## src/rtl/cfg_route_pkg.sv

```systemverilog
package cfg_route_pkg;

  localparam int DATA_W = 32;

  typedef enum logic [1:0] {SZ_BYTE, SZ_HALF, SZ_WORD} acc_size_e;

  // Length codes 1 and 2 keep their width; every other code is a word.
  function automatic acc_size_e size_of_len(input logic [2:0] len);
    case (len)
      3'd1:    return SZ_BYTE;
      3'd2:    return SZ_HALF;
      default: return SZ_WORD;
    endcase
  endfunction

  function automatic logic [2:0] len_code(input acc_size_e sz);
    case (sz)
      SZ_BYTE: return 3'd1;
      SZ_HALF: return 3'd2;
      default: return 3'd4;
    endcase
  endfunction

  // All-ones answer of the access width, zero-extended to the data bus.
  function automatic logic [DATA_W-1:0] fill_ones(input acc_size_e sz);
    case (sz)
      SZ_BYTE: return DATA_W'(8'hFF);
      SZ_HALF: return DATA_W'(16'hFFFF);
      default: return '1;
    endcase
  endfunction

endpackage

```

## src/rtl/cfg_addr_decode.sv

```systemverilog
module cfg_addr_decode #(
  parameter int BUS_W = 8,
  parameter int DFN_W = 8,
  parameter int REG_W = 8,
  localparam int ADDR_W = BUS_W + DFN_W + REG_W,
  localparam int NSLOT  = 1 << DFN_W
) (
  input  logic [ADDR_W-1:0] addr,
  input  logic [NSLOT-1:0]  present,
  output logic [DFN_W-1:0]  dfn,
  output logic [REG_W-1:0]  regoff,
  output logic              bus_zero,
  output logic              target_hit
);
  logic [BUS_W-1:0] bus;

  assign regoff     = addr[REG_W-1:0];
  assign dfn        = addr[REG_W +: DFN_W];
  assign bus        = addr[ADDR_W-1 -: BUS_W];
  assign bus_zero   = (bus == '0);
  assign target_hit = bus_zero & present[dfn];
endmodule

```

## src/rtl/cfg_rsp_stage.sv

```systemverilog
module cfg_rsp_stage
  import cfg_route_pkg::*;
(
  input  logic              clk,
  input  logic              rst_n,
  input  logic              req_valid,
  input  logic              req_write,
  input  logic [2:0]        req_len,
  input  logic              target_hit,
  input  logic [DATA_W-1:0] slot_rdata,
  output logic              rsp_valid,
  output logic [DATA_W-1:0] rsp_rdata
);
  logic [DATA_W-1:0] next_data;
  logic              miss_read;

  assign miss_read = req_valid & ~req_write & ~target_hit;

  always_comb begin
    if (req_write)       next_data = '0;
    else if (target_hit) next_data = slot_rdata;
    else                 next_data = fill_ones(size_of_len(req_len));
  end

  always_ff @(posedge clk or negedge rst_n) begin
    if (!rst_n) begin
      rsp_valid <= 1'b0;
      rsp_rdata <= '0;
    end else begin
      rsp_valid <= req_valid;
      if (req_valid) rsp_rdata <= next_data;
    end
  end

  // a request is answered on the next cycle, and only then.
  a_r5_rsp_follows: assert property (@(posedge clk) disable iff (!rst_n)
    req_valid |=> rsp_valid);
  a_r5_no_spurious: assert property (@(posedge clk) disable iff (!rst_n)
    !req_valid |=> !rsp_valid);
  // a missed read is filled with ones of its own width.
  a_r3_miss_fill: assert property (@(posedge clk) disable iff (!rst_n)
    miss_read |=> (rsp_rdata == $past(fill_ones(size_of_len(req_len)))));
endmodule

```

## src/rtl/cfg_slot_alloc.sv

```systemverilog
module cfg_slot_alloc #(
  parameter int DFN_W   = 8,
  parameter int MIN_IDX = 8,
  parameter int STEP    = 8,
  localparam int NSLOT  = 1 << DFN_W,
  localparam int NCAND  = (NSLOT - 1 - MIN_IDX) / STEP + 1
) (
  input  logic [NSLOT-1:0] present,
  output logic             ok,
  output logic [DFN_W-1:0] idx
);
  logic [NCAND-1:0] cand_free;
  logic [DFN_W-1:0] cand_idx [NCAND];

  for (genvar k = 0; k < NCAND; k++) begin : g_cand
    localparam int IX = MIN_IDX + STEP * k;
    assign cand_idx[k]  = IX[DFN_W-1:0];
    assign cand_free[k] = ~present[IX];
  end

  // Lowest candidate wins: scan from the top so the last hit is the lowest.
  always_comb begin
    ok  = 1'b0;
    idx = '0;
    for (int k = NCAND - 1; k >= 0; k--) begin
      if (cand_free[k]) begin
        ok  = 1'b1;
        idx = cand_idx[k];
      end
    end
  end
endmodule

```

## src/rtl/cfg_route_top.sv

```systemverilog
module cfg_route_top
  import cfg_route_pkg::*;
#(
  parameter int BUS_W   = 8,
  parameter int DFN_W   = 8,
  parameter int REG_W   = 8,
  parameter int MIN_IDX = 8,
  localparam int ADDR_W = BUS_W + DFN_W + REG_W,
  localparam int NSLOT  = 1 << DFN_W,
  localparam int FN_W   = 3,
  localparam int DEV_W  = DFN_W - FN_W
) (
  input  logic              clk,
  input  logic              rst_n,
  input  logic              req_valid,
  input  logic              req_write,
  input  logic [ADDR_W-1:0] req_addr,
  input  logic [2:0]        req_len,
  input  logic [DATA_W-1:0] req_wdata,
  input  logic [NSLOT-1:0]  slot_present,
  output logic              fwd_valid,
  output logic              fwd_write,
  output logic [DFN_W-1:0]  fwd_slot,
  output logic [REG_W-1:0]  fwd_reg,
  output logic [2:0]        fwd_len,
  output logic [DATA_W-1:0] fwd_wdata,
  input  logic [DATA_W-1:0] fwd_rdata,
  output logic              rsp_valid,
  output logic [DATA_W-1:0] rsp_rdata,
  output logic              alloc_ok,
  output logic [DFN_W-1:0]  alloc_idx,
  output logic [DEV_W-1:0]  alloc_dev,
  output logic [FN_W-1:0]   alloc_func
);
  logic target_hit;
  logic bus_zero;

  cfg_addr_decode #(.BUS_W(BUS_W), .DFN_W(DFN_W), .REG_W(REG_W)) u_dec (
    .addr(req_addr), .present(slot_present), .dfn(fwd_slot),
    .regoff(fwd_reg), .bus_zero(bus_zero), .target_hit(target_hit));

  assign fwd_valid = req_valid & target_hit;
  assign fwd_write = req_write;
  assign fwd_len   = len_code(size_of_len(req_len));
  assign fwd_wdata = req_wdata;

  cfg_rsp_stage u_rsp (
    .clk(clk), .rst_n(rst_n), .req_valid(req_valid), .req_write(req_write),
    .req_len(req_len), .target_hit(target_hit), .slot_rdata(fwd_rdata),
    .rsp_valid(rsp_valid), .rsp_rdata(rsp_rdata));

  cfg_slot_alloc #(.DFN_W(DFN_W), .MIN_IDX(MIN_IDX)) u_alloc (
    .present(slot_present), .ok(alloc_ok), .idx(alloc_idx));

  assign alloc_dev  = alloc_idx[DFN_W-1:FN_W];
  assign alloc_func = alloc_idx[FN_W-1:0];

  // nothing leaves on the slot port for a bus other than zero.
  a_r2_other_bus: assert property (@(posedge clk) disable iff (!rst_n)
    (req_valid && req_addr[ADDR_W-1 -: BUS_W] != '0) |-> !fwd_valid);
  // a write forwarded to the slot port must target a present slot.
  a_r4_write_present: assert property (@(posedge clk) disable iff (!rst_n)
    (fwd_valid && fwd_write) |-> slot_present[fwd_slot]);
  // the proposed index is free and lies on the candidate grid.
  a_r8_alloc_free: assert property (@(posedge clk) disable iff (!rst_n)
    alloc_ok |-> !slot_present[alloc_idx]);
  a_r8_alloc_grid: assert property (@(posedge clk) disable iff (!rst_n)
    alloc_ok |-> (int'(alloc_idx) >= MIN_IDX && alloc_idx[2:0] == MIN_IDX[2:0]));
  // a failed allocation means the first candidate is taken.
  a_r9_fail_full: assert property (@(posedge clk) disable iff (!rst_n)
    !alloc_ok |-> slot_present[MIN_IDX]);
endmodule

```

## config.mk

```make
export PLATFORM = sky130hd
export DESIGN_NAME = cfg_route_top
export DESIGN_NICKNAME = d
export VERILOG_FILES = /design/src/rtl/cfg_route_pkg.sv /design/src/rtl/cfg_addr_decode.sv /design/src/rtl/cfg_rsp_stage.sv /design/src/rtl/cfg_slot_alloc.sv /design/src/rtl/cfg_route_top.sv
export SDC_FILE = /design/constraint.sdc
export NUM_CORES = 1
export LEC_CHECK = 0
export BUFFER_PORTS_ARGS = -buffer_cell sky130_fd_sc_hd__buf_2
export CORE_AREA = 2 2 176 178
export CTS_CLUSTER_DIAMETER = 150
export CTS_CLUSTER_SIZE = 24
export DETAILED_ROUTE_END_ITERATION = 10
export DIE_AREA = 0 0 178 180
export GPL_TIMING_DRIVEN = 0
export PLACE_DENSITY = 0.43
export SYNTH_ARGS = -nofsm -noshare
export SYNTH_HDL_FRONTEND = slang
export SYNTH_SLANG_ARGS = --single-unit
```

## constraint.sdc

```tcl
create_clock -name clk -period 3.1 [get_ports clk]
set_clock_uncertainty 0.2 [all_clocks]
set_input_delay 0.31 -clock clk [delete_from_list [all_inputs] [get_ports clk]]
set_output_delay 0.31 -clock clk [all_outputs]
set_load 0.005 [all_outputs]
```

==> impl_metrics.env, run 1 <==
export IMPL_avgSynthCellArea_um2=9.97
export IMPL_post_place_ws_ns=-0.716
export IMPL_critical_path_arrival_ns=2.56
export IMPL_grtUsageTotal=0.158
export IMPL_swShare=0.329
export IMPL_final_layout_size_suffix_gt1_frac=0.670
export IMPL_holdCritStartpoint="fwd_rdata[4]"
export IMPL_synth_top_cell_area_share=0.228
export IMPL_hold_viol=0
export IMPL_port_buffers=405
export IMPL_nets=1250
export IMPL_setup_tns_ns=0
export IMPL_synth_top_area_cell="mux4_2"
export IMPL_synth_common_cells="67 x buf_4, 47 x mux4_2, 40 x inv_1"
export IMPL_ys_warnings_count=0
export IMPL_met1_usage=0.189
export IMPL_gp_congestion=0.812
export IMPL_wirelength_mm=26.6
export IMPL_hold_slack_ns=0.0881
export IMPL_worst_pin_slew_ns=0.789
export IMPL_pwr_share_comb=0.498
export IMPL_fillers=3363
export IMPL_hpwl_mm=22.6
export IMPL_setup_viol=0
export IMPL_post_drt_via_cell_ratio=4.32
export IMPL_synthCells=466
export IMPL_areaGrowthSynthToFinish_pct=68.9
export IMPL_cts_path_max_buffers=2
export IMPL_synth_ff_type="dfrtp_1"
export IMPL_maxSlewHeadroom=0.474
export IMPL_die_x_um=178
export IMPL_async_reset_ff_frac=1.00
export IMPL_fin_crit_ns=3.07
export IMPL_worstPathRequired_ns=2.59
export IMPL_rows=64
export IMPL_core_um2=30200
export IMPL_synth_edf_count=0
export IMPL_outcome="finished, final reports clean"
export IMPL_rsz0062_at_grt="yes"
export IMPL_r2r_start="u_rsp.rsp_rdata[11]$_DFFE_PN0P_"
export IMPL_clockRootBuffer="clkbuf_16"
export IMPL_post_route_period_util=0.990
export IMPL_yosys_register_bits=33
export IMPL_crit_fanout=5
export IMPL_fmax_mhz=326
export IMPL_post_dp_cell_area_um2=7190
export IMPL_area_sequential_um2=826
export IMPL_grt_pass1_wl_mm=37.4
export IMPL_holdCritPathClass="in -> reg"
export IMPL_ioPinCount=454
export IMPL_grtUsageMet3=0.0243
export IMPL_top_usage_layer="met2"
export IMPL_dr_pass1_iters=5
export IMPL_ctsHtreeMaxLevel=2
export IMPL_synth_seq_area_share=0.178
export IMPL_vias=5608
export IMPL_synthDistinctLibCells=46
export IMPL_ir_drop_mv=0.179
export IMPL_cts_sinks=33
export IMPL_yosysMostFrequentCell="buf_4"
export IMPL_p_clk_frac=0.245
export IMPL_clk_latency_ns=0.28
export IMPL_cp_end_kind="output pin"
export IMPL_antenna_left=0
export IMPL_p_seq_frac=0.257
export IMPL_grt_max_degree=34
export IMPL_wl_per_cell_um=20.5
export IMPL_p_leak_nw=3.81
export IMPL_yosys_top_cells_area="mux4_2 23%, dfrtp_1 18%, buf_4 11%"
export IMPL_multi_input_area_um2=3210
export IMPL_grt_pass1_vias=5850
export IMPL_p_per_area_nw_per_um2=244
export IMPL_worst_setup_path_start_kind="input port"
export IMPL_dieArea_um2=32000
export IMPL_clk_pin_slew_ns=0.05
export IMPL_power_internal_mw=1.29
export IMPL_cts_buffers_inserted=5
export IMPL_drv_cap=0
export IMPL_grt_ovfl_total=0
export IMPL_syn_cell_area_um2=4650
export IMPL_drc=0
export IMPL_start_util=0.154
export IMPL_design_area_um2=7850
export IMPL_antenna_found_initial=5
export IMPL_grt_util_met2=0.289
export IMPL_maxSlewViolCount=0
export IMPL_cts_tree="yes"
export IMPL_die_h_um=180
export IMPL_fin_ws_ns=0.0310
export IMPL_crit_start="req_addr[8]"
export IMPL_drt_iter0_drc=253
export IMPL_switchingPower_uw=630
export IMPL_critical_path_class="in -> out"
==> cell type report <==
class / instances / share of cell area
Clock inverter: 2 / 0.00128
Multi-Input combinational cell: 304 / 0.409
Antenna cell: 2 / 0.000638
Timing Repair Buffer: 424 / 0.288
Clock buffer: 6 / 0.0164
Sequential cell: 33 / 0.105
Buffer: 91 / 0.0978
Tap cell: 396 / 0.0631
Inverter: 40 / 0.0191
==> worst max-delay path: stages <==
cell and delay [ns]:
buf_16 0.10, buf_12 0.13, buf_4 0.11, mux4_1 0.55, mux2_4 0.30, a21oi_4 0.19, a21oi_2 0.09, nor4_4 0.38
nor3_4 0.10, and2_4 0.17, buf_6 0.10
==> power groups by stage <==
stage / sequential, mW / combinational, mW / clock [mW]
after CTS: 0.493 / 0.950 / 0.484
final: 0.493 / 0.953 / 0.470
after detailed placement: 0.500 / 0.875 / 0
after global routing: 0.498 / 1.04 / 0.501
after floorplan: 0.504 / 0.417 / 0
after global placement: 0.499 / 0.874 / 0
==> path summary, 6_finish.rpt <==
check	depth (start not counted)	slack (ns)	endpoint
worst min-delay path	3	0.09	u_rsp.rsp_rdata[4]$_DFFE_PN0P_
min in group asynchronous	2	0.45	u_rsp.rsp_rdata[14]$_DFFE_PN0P_
worst max-delay path	11	0.03	fwd_valid
max in group asynchronous	2	1.75	u_rsp.rsp_rdata[22]$_DFFE_PN0P_
worst max register to register	2	2.23	u_rsp.rsp_rdata[11]$_DFFE_PN0P_
worst min register to register	2	0.32	u_rsp.rsp_rdata[18]$_DFFE_PN0P_
==> flip-flops by register name, indices dropped and copies added, names as in the netlist <==
name             flops
u_rsp.rsp_rdata     32
u_rsp.rsp_valid      1
==> per-layer routing <==
layer	part of all wire	vias up	wire (um)
met2	0.51	300	13500
met4	0.023	6	612
met1	0.40	2667	10600
li1	-	2597	-
met5	0.00090	-	24
met3	0.072	38	1930
==> kinds of logic (layout without fill, tap and decap cells) <==
| family | count (synthesis) | count (layout) | share of synthesized area |
|---|---|---|---|
| compound gates | 94 | 94 | 0.140 |
| buf+inv | 134 | 563 | 0.180 |
| flops | 33 | 33 | 0.178 |
| mux | 102 | 102 | 0.384 |
| other cells | 1 | 8 | 0.000807 |
| simple gates | 102 | 102 | 0.118 |
==> cells in the final DEF, fill, tap and decap left out, drive strengths merged, types with 3 or more instances in the layout <==
master / instances
a31oi: 6
nor2: 25
nor2b: 7
mux4: 57
mux2i: 37
clkbuf: 16
o22ai: 27
nand2b: 6
conb: 6
inv: 40
nand3: 10
o211ai: 6
a22oi: 3
dfrtp: 33
nor4: 4
nand3b: 10
mux2: 8
nor3: 3
o21ai: 16
nor3b: 3
nand2: 18
a21oi: 14
buf: 503
nand4: 7
o221ai: 14
==> metrics by stage <==
stage,power (mW),utilization,cells
2_1_floorplan,0.921,-,471
3_5_place_dp,1.38,0.238,1272
3_3_place_gp,1.37,0.238,1272
4_1_cts,1.93,0.255,1288
5_1_grt,2.03,0.260,1297
6_report,1.92,0.260,1298
==> repair_timing <==
item / CTS / global route
endpoints found under the setup margin: 33 / 8
hold endpoints to repair: 34 / 0
pin swaps: 9 / 9
buffers inserted: 7 / 9
resized for setup: 64 / 16
gates cloned: 2 / 0
hold buffers: 2 / 0
Note: power is estimated with default switching activity, not from simulation.
==> run 2: changes to the inputs <==
--- a/config.mk
+++ b/config.mk
@@ -13,6 +13,7 @@
 export DIE_AREA = 0 0 178 180
 export GPL_TIMING_DRIVEN = 0
 export PLACE_DENSITY = 0.43
+export RECOVER_POWER = 100
 export SYNTH_ARGS = -nofsm -noshare
 export SYNTH_HDL_FRONTEND = slang
 export SYNTH_SLANG_ARGS = --single-unit
==> constraint.sdc (replaced) <==
create_clock -name clk -period 3.06 [get_ports clk]
set_clock_uncertainty 0.2 [all_clocks]
set_input_delay 0.306 -clock clk [delete_from_list [all_inputs] [get_ports clk]]
set_output_delay 0.306 -clock clk [all_outputs]
set_load 0.005 [all_outputs]
==> run 2 against run 1 <==
The run now ends with negative setup slack left. Sequential power grew 1%. Count of clock-buffer cells in the layout is the same. Worst setup slack worse by 0.036 ns. Clock power is 2% higher. Non-clock buffer count increased by 2. Design area up 0.22%. First-iteration DRC count is 15% lower. Register-to-register slack lost 0.04 ns. Utilization is 0.058 points higher. Critical endpoint unchanged. Largest power group unchanged. Highest routed layer unchanged.
==> impl_metrics.env, run 2 (same netlist as run 1, synthesis figures left out) <==
export IMPL_outcome="finished with violations"
export IMPL_violations="negative setup slack"
export IMPL_hold_viol=0
export IMPL_clockRootBuffer="clkbuf_16"
export IMPL_fin_ws_ns=-0.00497
export IMPL_rows=64
export IMPL_post_drt_via_cell_ratio=4.31
export IMPL_pwr_share_comb=0.497
export IMPL_antenna_left=0
export IMPL_worstPathRequired_ns=2.55
export IMPL_rsz0062_at_grt="yes"
export IMPL_vias=5605
export IMPL_holdCritStartpoint="fwd_rdata[4]"
export IMPL_critical_path_arrival_ns=2.56
export IMPL_p_leak_nw=3.81
export IMPL_wl_per_cell_um=20.4
export IMPL_grt_pass1_vias=5867
export IMPL_antenna_found_initial=5
export IMPL_largest_register="u_rsp.rsp_rdata"
export IMPL_clk_pin_slew_ns=0.05
export IMPL_gp_congestion=0.812
export IMPL_drt_iter0_drc=215
export IMPL_maxSlewHeadroom=0.482
export IMPL_p_total_mw=1.94
export IMPL_worst_setup_path_start_kind="input port"
export IMPL_cp_end_kind="output pin"
export IMPL_die_x_um=178
export IMPL_dr_pass1_iters=4
export IMPL_clk_latency_ns=0.28
export IMPL_die_h_um=180
export IMPL_core_um2=30200
export IMPL_grtUsageTotal=0.157
export IMPL_port_buffers=405
export IMPL_p_seq_frac=0.257
export IMPL_worst_pin_slew_ns=0.777
export IMPL_grt_pass1_wl_mm=37.3
export IMPL_areaGrowthSynthToFinish_pct=69.3
export IMPL_cts_sinks=33
export IMPL_critical_path_class="in -> out"
export IMPL_crit_fanout=5
export IMPL_layout_commonest_cell="buf_2"
export IMPL_holdCritPathClass="in -> reg"
export IMPL_final_cell_mix="403 x buf_2, 65 x buf_4, 50 x mux4_2"
export IMPL_grt_ovfl_total=0
export IMPL_swShare=0.329
export IMPL_fmax_mhz=326
export IMPL_post_route_period_util=1.00
export IMPL_maxSlewViolCount=0
export IMPL_largest_register_ffs=32
export IMPL_final_layout_size_suffix_gt1_frac=0.669
export IMPL_ioPinCount=454
export IMPL_switchingPower_uw=638
export IMPL_grt_max_degree=34
export IMPL_drc=0
export IMPL_r2r_start="u_rsp.rsp_rdata[11]$_DFFE_PN0P_"
export IMPL_p_clk_frac=0.246
export IMPL_ir_drop_mv=0.181
export IMPL_cts_tree="yes"
export IMPL_dieArea_um2=32000
export IMPL_power_internal_mw=1.30
export IMPL_cts_path_max_buffers=2
export IMPL_ctsHtreeMaxLevel=2
export IMPL_start_util=0.154
export IMPL_stdcell_count=1300
export IMPL_crit_start="req_addr[8]"
export IMPL_dp_cells=1272
export IMPL_setup_viol=1
export IMPL_fin_crit_ns=3.06
export IMPL_hpwl_mm=22.6
export IMPL_cts_buffers_inserted=5
export IMPL_nets=1252
export IMPL_reg_top3="u_rsp.rsp_rdata x32, u_rsp.rsp_valid x1"
export IMPL_p_per_area_nw_per_um2=247
export IMPL_drv_cap=0
export IMPL_wirelength_mm=26.6
[run 2: changes by cell type in the layout (fill, tap and decap cells not counted), sizes merged]
cell	previous run	this run
clkbuf	16	29
buf	503	492
[run 2: worst max-delay path: stages]
cell and delay (ns):
buf_16 0.11, buf_12 0.14, buf_4 0.12, mux4_1 0.55, mux2_4 0.30, a21oi_4 0.18, a21oi_2 0.09, nor4_4 0.34
nor3_2 0.12, and2_4 0.17, buf_6 0.10
[run 2: metrics by stage]
step	instance area, um2	hold WS [ns]	setup slack [ns]	TNS, ns	util
after floorplan	4660	-0.190	0.149	0	-
after global placement	7190	0.234	-0.747	-15.59	0.238
after detailed placement	7190	0.228	-0.748	-15.85	0.238
after CTS	7720	0.0789	-0.0397	-0.0397	0.256
after global routing	7860	0.0860	-0.0949	-0.0949	0.260
final	7860	0.0785	-0.00497	-0.00497	0.260
[run 2: repair_timing]
action,CTS,global route
gates resized for setup,64,13
setup endpoints to repair,33,6
hold buffers,2,0
hold endpoints to repair,34,0
pin swaps,10,7
gates cloned,2,0
buffers inserted,7,11
[run 2: path summary, 6_finish.rpt]
kind | to | slack [ns] | cells after the start
min reg2reg | u_rsp.rsp_rdata[18]$_DFFE_PN0P_ | 0.32 | 2
max in group asynchronous | u_rsp.rsp_rdata[22]$_DFFE_PN0P_ | 1.72 | 2
min in group asynchronous | u_rsp.rsp_rdata[14]$_DFFE_PN0P_ | 0.44 | 2
min | u_rsp.rsp_rdata[4]$_DFFE_PN0P_ | 0.08 | 3
max reg2reg | u_rsp.rsp_rdata[11]$_DFFE_PN0P_ | 2.19 | 2
max | fwd_valid | -0.005 | 11
[run 2: per-layer routing]
| layer | vias to the layer above | part of all wire | global-route usage |
|---|---|---|---|
| met1 | 2663 | 0.40 | 0.188 |
| met4 | 6 | 0.022 | 0.0459 |
| li1 | 2599 | - | - |
| met2 | 303 | 0.51 | 0.287 |
| met3 | 34 | 0.073 | 0.0239 |
| met5 | - | 0.00090 | 0 |
[run 2: cell type report]
| cell class | instances | area (um2) |
|---|---|---|
| inverters | 40 | 150 |
| diodes | 2 | 5.00 |
| flip-flops and latches | 33 | 826 |
| multi-input cells | 304 | 3200 |
| well taps | 396 | 495 |
| clock inverters | 2 | 10.0 |
| plain buffers | 91 | 772 |
| clock buffers | 6 | 129 |
| fillers | 3363 | 22300 |
| repair buffers | 426 | 2280 |
[run 2: power groups by stage]
stage / Sequential, mW / Clock, mW / Combinational (mW)
after global routing: 0.504 / 0.510 / 1.05
after global placement: 0.505 / 0 / 0.885
after detailed placement: 0.507 / 0 / 0.886
after floorplan: 0.511 / 0 / 0.423
final: 0.499 / 0.478 / 0.964
after CTS: 0.500 / 0.490 / 0.965
==> run 3: changes to the inputs <==
--- a/config.mk
+++ b/config.mk
@@ -6,13 +6,15 @@
 export NUM_CORES = 1
 export LEC_CHECK = 0
 export BUFFER_PORTS_ARGS = -buffer_cell sky130_fd_sc_hd__buf_2
-export CORE_AREA = 2 2 176 178
+export CELL_PAD_IN_SITES_DETAIL_PLACEMENT = 1
+export CELL_PAD_IN_SITES_GLOBAL_PLACEMENT = 2
+export CORE_AREA = 2 2 174 176
 export CTS_CLUSTER_DIAMETER = 150
 export CTS_CLUSTER_SIZE = 24
 export DETAILED_ROUTE_END_ITERATION = 10
-export DIE_AREA = 0 0 178 180
+export DIE_AREA = 0 0 176 178
 export GPL_TIMING_DRIVEN = 0
-export PLACE_DENSITY = 0.43
+export PLACE_DENSITY = 0.73
 export RECOVER_POWER = 100
 export SYNTH_ARGS = -nofsm -noshare
 export SYNTH_HDL_FRONTEND = slang
==> run 3 against run 2 <==
The flow finishes with violations (max-capacitance violations, max-slew violations). First-iteration DRC count decreased by 17%. Clock power increased by 4.8%. Sequential power about the same. Critical endpoint unchanged. Largest cell class unchanged.
==> impl_metrics.env, run 3 (same netlist as run 1, synthesis figures left out) <==
export IMPL_drv_cap=1
export IMPL_path_cells="buf_12 -> buf_12 -> buf_4 -> mux4_2 -> mux2_2 -> o221ai_4 -> a21oi_1 -> nor4_4 -> buf_4 -> nor3_4 -> and2_4 -> buf_6"
export IMPL_post_drt_via_cell_ratio=4.31
export IMPL_wirelength_mm=27.9
export IMPL_p_total_mw=1.95
export IMPL_hpwl_mm=24.2
export IMPL_die_x_um=176
export IMPL_hold_end="u_rsp.rsp_rdata[5]$_DFFE_PN0P_"
export IMPL_nets=1243
export IMPL_ir_drop_mv=0.171
export IMPL_crit_path_max_incr_delay_ns=0.49
export IMPL_gp_congestion=0.805
export IMPL_rows=63
export IMPL_drc=0
export IMPL_grt_max_degree=34
export IMPL_grtUsageTotal=0.169
export IMPL_largest_register_ffs=32
export IMPL_path_delay_family="multiplexers"
export IMPL_port_buffers=405
export IMPL_vias=5554
export IMPL_dr_pass1_iters=4
export IMPL_areaGrowthSynthToFinish_pct=65.3
export IMPL_crit_fanout=8
export IMPL_grt_ovfl_total=0
export IMPL_clk_pin_slew_ns=0.05
export IMPL_path_buf_inv=5
export IMPL_ioPinCount=454
export IMPL_r2r_start="u_rsp.rsp_rdata[15]$_DFFE_PN0P_"
export IMPL_setup_viol=0
export IMPL_layout_commonest_cell="buf_2"
export IMPL_clk_latency_ns=0.28
export IMPL_final_layout_size_suffix_gt1_frac=0.611
export IMPL_cts_tree="yes"
export IMPL_cts_sinks=33
export IMPL_fillers=3585
export IMPL_grt_pass1_wl_mm=38.7
export IMPL_ctsHtreeMaxLevel=2
export IMPL_holdCritStartpoint="fwd_rdata[5]"
export IMPL_largest_register="u_rsp.rsp_rdata"
export IMPL_antenna_found_initial=5
export IMPL_critical_path_class="in -> out"
export IMPL_cp_end_kind="output pin"
export IMPL_wl_per_cell_um=21.7
export IMPL_violations="max-capacitance violations, max-slew violations"
export IMPL_p_leak_nw=3.57
export IMPL_fmax_mhz=335
export IMPL_r2r_cells=2
export IMPL_start_util=0.158
export IMPL_cpMaxStageDelayCell="mux4_2"
export IMPL_p_per_area_nw_per_um2=254
export IMPL_hold_viol=0
export IMPL_dieArea_um2=31300
export IMPL_reg2reg_setup_slack_ns=2.18
export IMPL_worst_pin_slew_ns=1.90
export IMPL_fin_crit_ns=2.99
export IMPL_final_cell_mix="346 x buf_2, 63 x clkbuf_1, 52 x mux4_2"
export IMPL_reg2reg_to="u_rsp.rsp_rdata[15]$_DFFE_PN0P_"
export IMPL_outcome="finished with violations"
export IMPL_critical_path_arrival_ns=2.48
export IMPL_maxSlewViolCount=34
export IMPL_holdCritPathClass="in -> reg"
export IMPL_grt_pass1_vias=5989
export IMPL_reg_top3="u_rsp.rsp_rdata x32, u_rsp.rsp_valid x1"
export IMPL_core_um2=29400
export IMPL_die_h_um=178
export IMPL_drt_iter0_drc=179
export IMPL_post_route_period_util=0.976
export IMPL_cts_buffers_inserted=5
export IMPL_worst_setup_path_start_kind="input port"
export IMPL_rsz0062_at_grt="yes"
export IMPL_cts_path_max_buffers=2
export IMPL_post_dp_cell_area_um2=7180
export IMPL_clockRootBuffer="clkbuf_16"
export IMPL_antenna_left=0
export IMPL_cp_depth=12
export IMPL_design_area_um2=7680
export IMPL_maxSlewHeadroom=-0.270
export IMPL_worstPathRequired_ns=2.55
export IMPL_whs_path_depth=3
-- run 3: cell types whose count changed in the layout (fill, tap and decap cells not counted), moves of 3 or more --
| cell | delta |
|---|---|
| buf_16 | -3 |
| buf_2 | -57 |
| buf_4 | -14 |
| clkbuf_1 | +53 |
| clkbuf_2 | +3 |
| clkbuf_4 | +9 |
| diode_2 | +4 |
| nor2_1 | -3 |
-- run 3: tightest hold or removal path, delay by kind of cell --
family,cells,cell delay [ns]
buffers and inverters,1,0.08
AO/OA/AOI/OAI,1,0.10
AND/OR/NAND/NOR,1,0.03
-- run 3: per-layer routing --
| layer | wire [um] | vias to the layer above | global-route usage |
|---|---|---|---|
| li1 | - | 2587 | - |
| met1 | 11100 | 2674 | 0.207 |
| met2 | 14500 | 266 | 0.312 |
| met3 | 1870 | 23 | 0.0245 |
| met4 | 483 | 4 | 0.0382 |
| met5 | 27 | - | 0 |
-- run 3: layout make-up --
cell class                 instances  area, um2  area share
tap                              390        488      0.0635
clock buffer                       7        143      0.0186
buffer                            91        778       0.101
timing repair buffer             417       2080       0.271
multi-input combinational        304       3200       0.417
sequential                        33        826       0.108
inverter                          40        150      0.0195
antenna                            6       15.0     0.00195
-- run 3: power by group --
| group | total, mW | internal (mW) | leakage, nW | switching, mW |
|---|---|---|---|---|
| registers | 0.501 | 0.479 | 0.408 | 0.0219 |
| clock network | 0.501 | 0.319 | 0.0700 | 0.182 |
| logic | 0.952 | 0.505 | 3.09 | 0.447 |
-- run 3: how the worst max path moves through the flow --
stage	startpoint	to	slack (ns)
3_5_place_dp	req_addr[14]	fwd_valid	-0.94
3_3_place_gp	req_addr[14]	fwd_valid	-0.93
6_report	req_addr[8]	fwd_valid	0.07
2_1_floorplan	req_addr[8]	fwd_valid	0.15
5_1_grt	req_addr[8]	fwd_valid	-0.06
4_1_cts	req_addr[8]	fwd_valid	-0.08
-- run 3: repair_timing --
action                                  4_1_cts  5_1_grt
hold buffers                                  2        0
gates resized for setup                      60       26
gates cloned                                  0        0
endpoints found under the hold margin        34        0
pin swaps                                     8        8
endpoints found under the setup margin       33       27
setup buffers                                 9        1
-- run 3: metrics by stage --
step	std cells	setup TNS [ns]	hold WS (ns)	util	setup slack [ns]
global placement	1266	-21.74	0.234	0.244	-0.931
CTS	1282	-0.0772	0.0831	0.260	-0.0772
floorplan	471	0	-0.190	-	0.149
detailed placement	1266	-22.30	0.233	0.244	-0.941
global route	1283	-0.0604	0.100	0.261	-0.0604
finish	1288	0	0.0835	0.261	0.0723
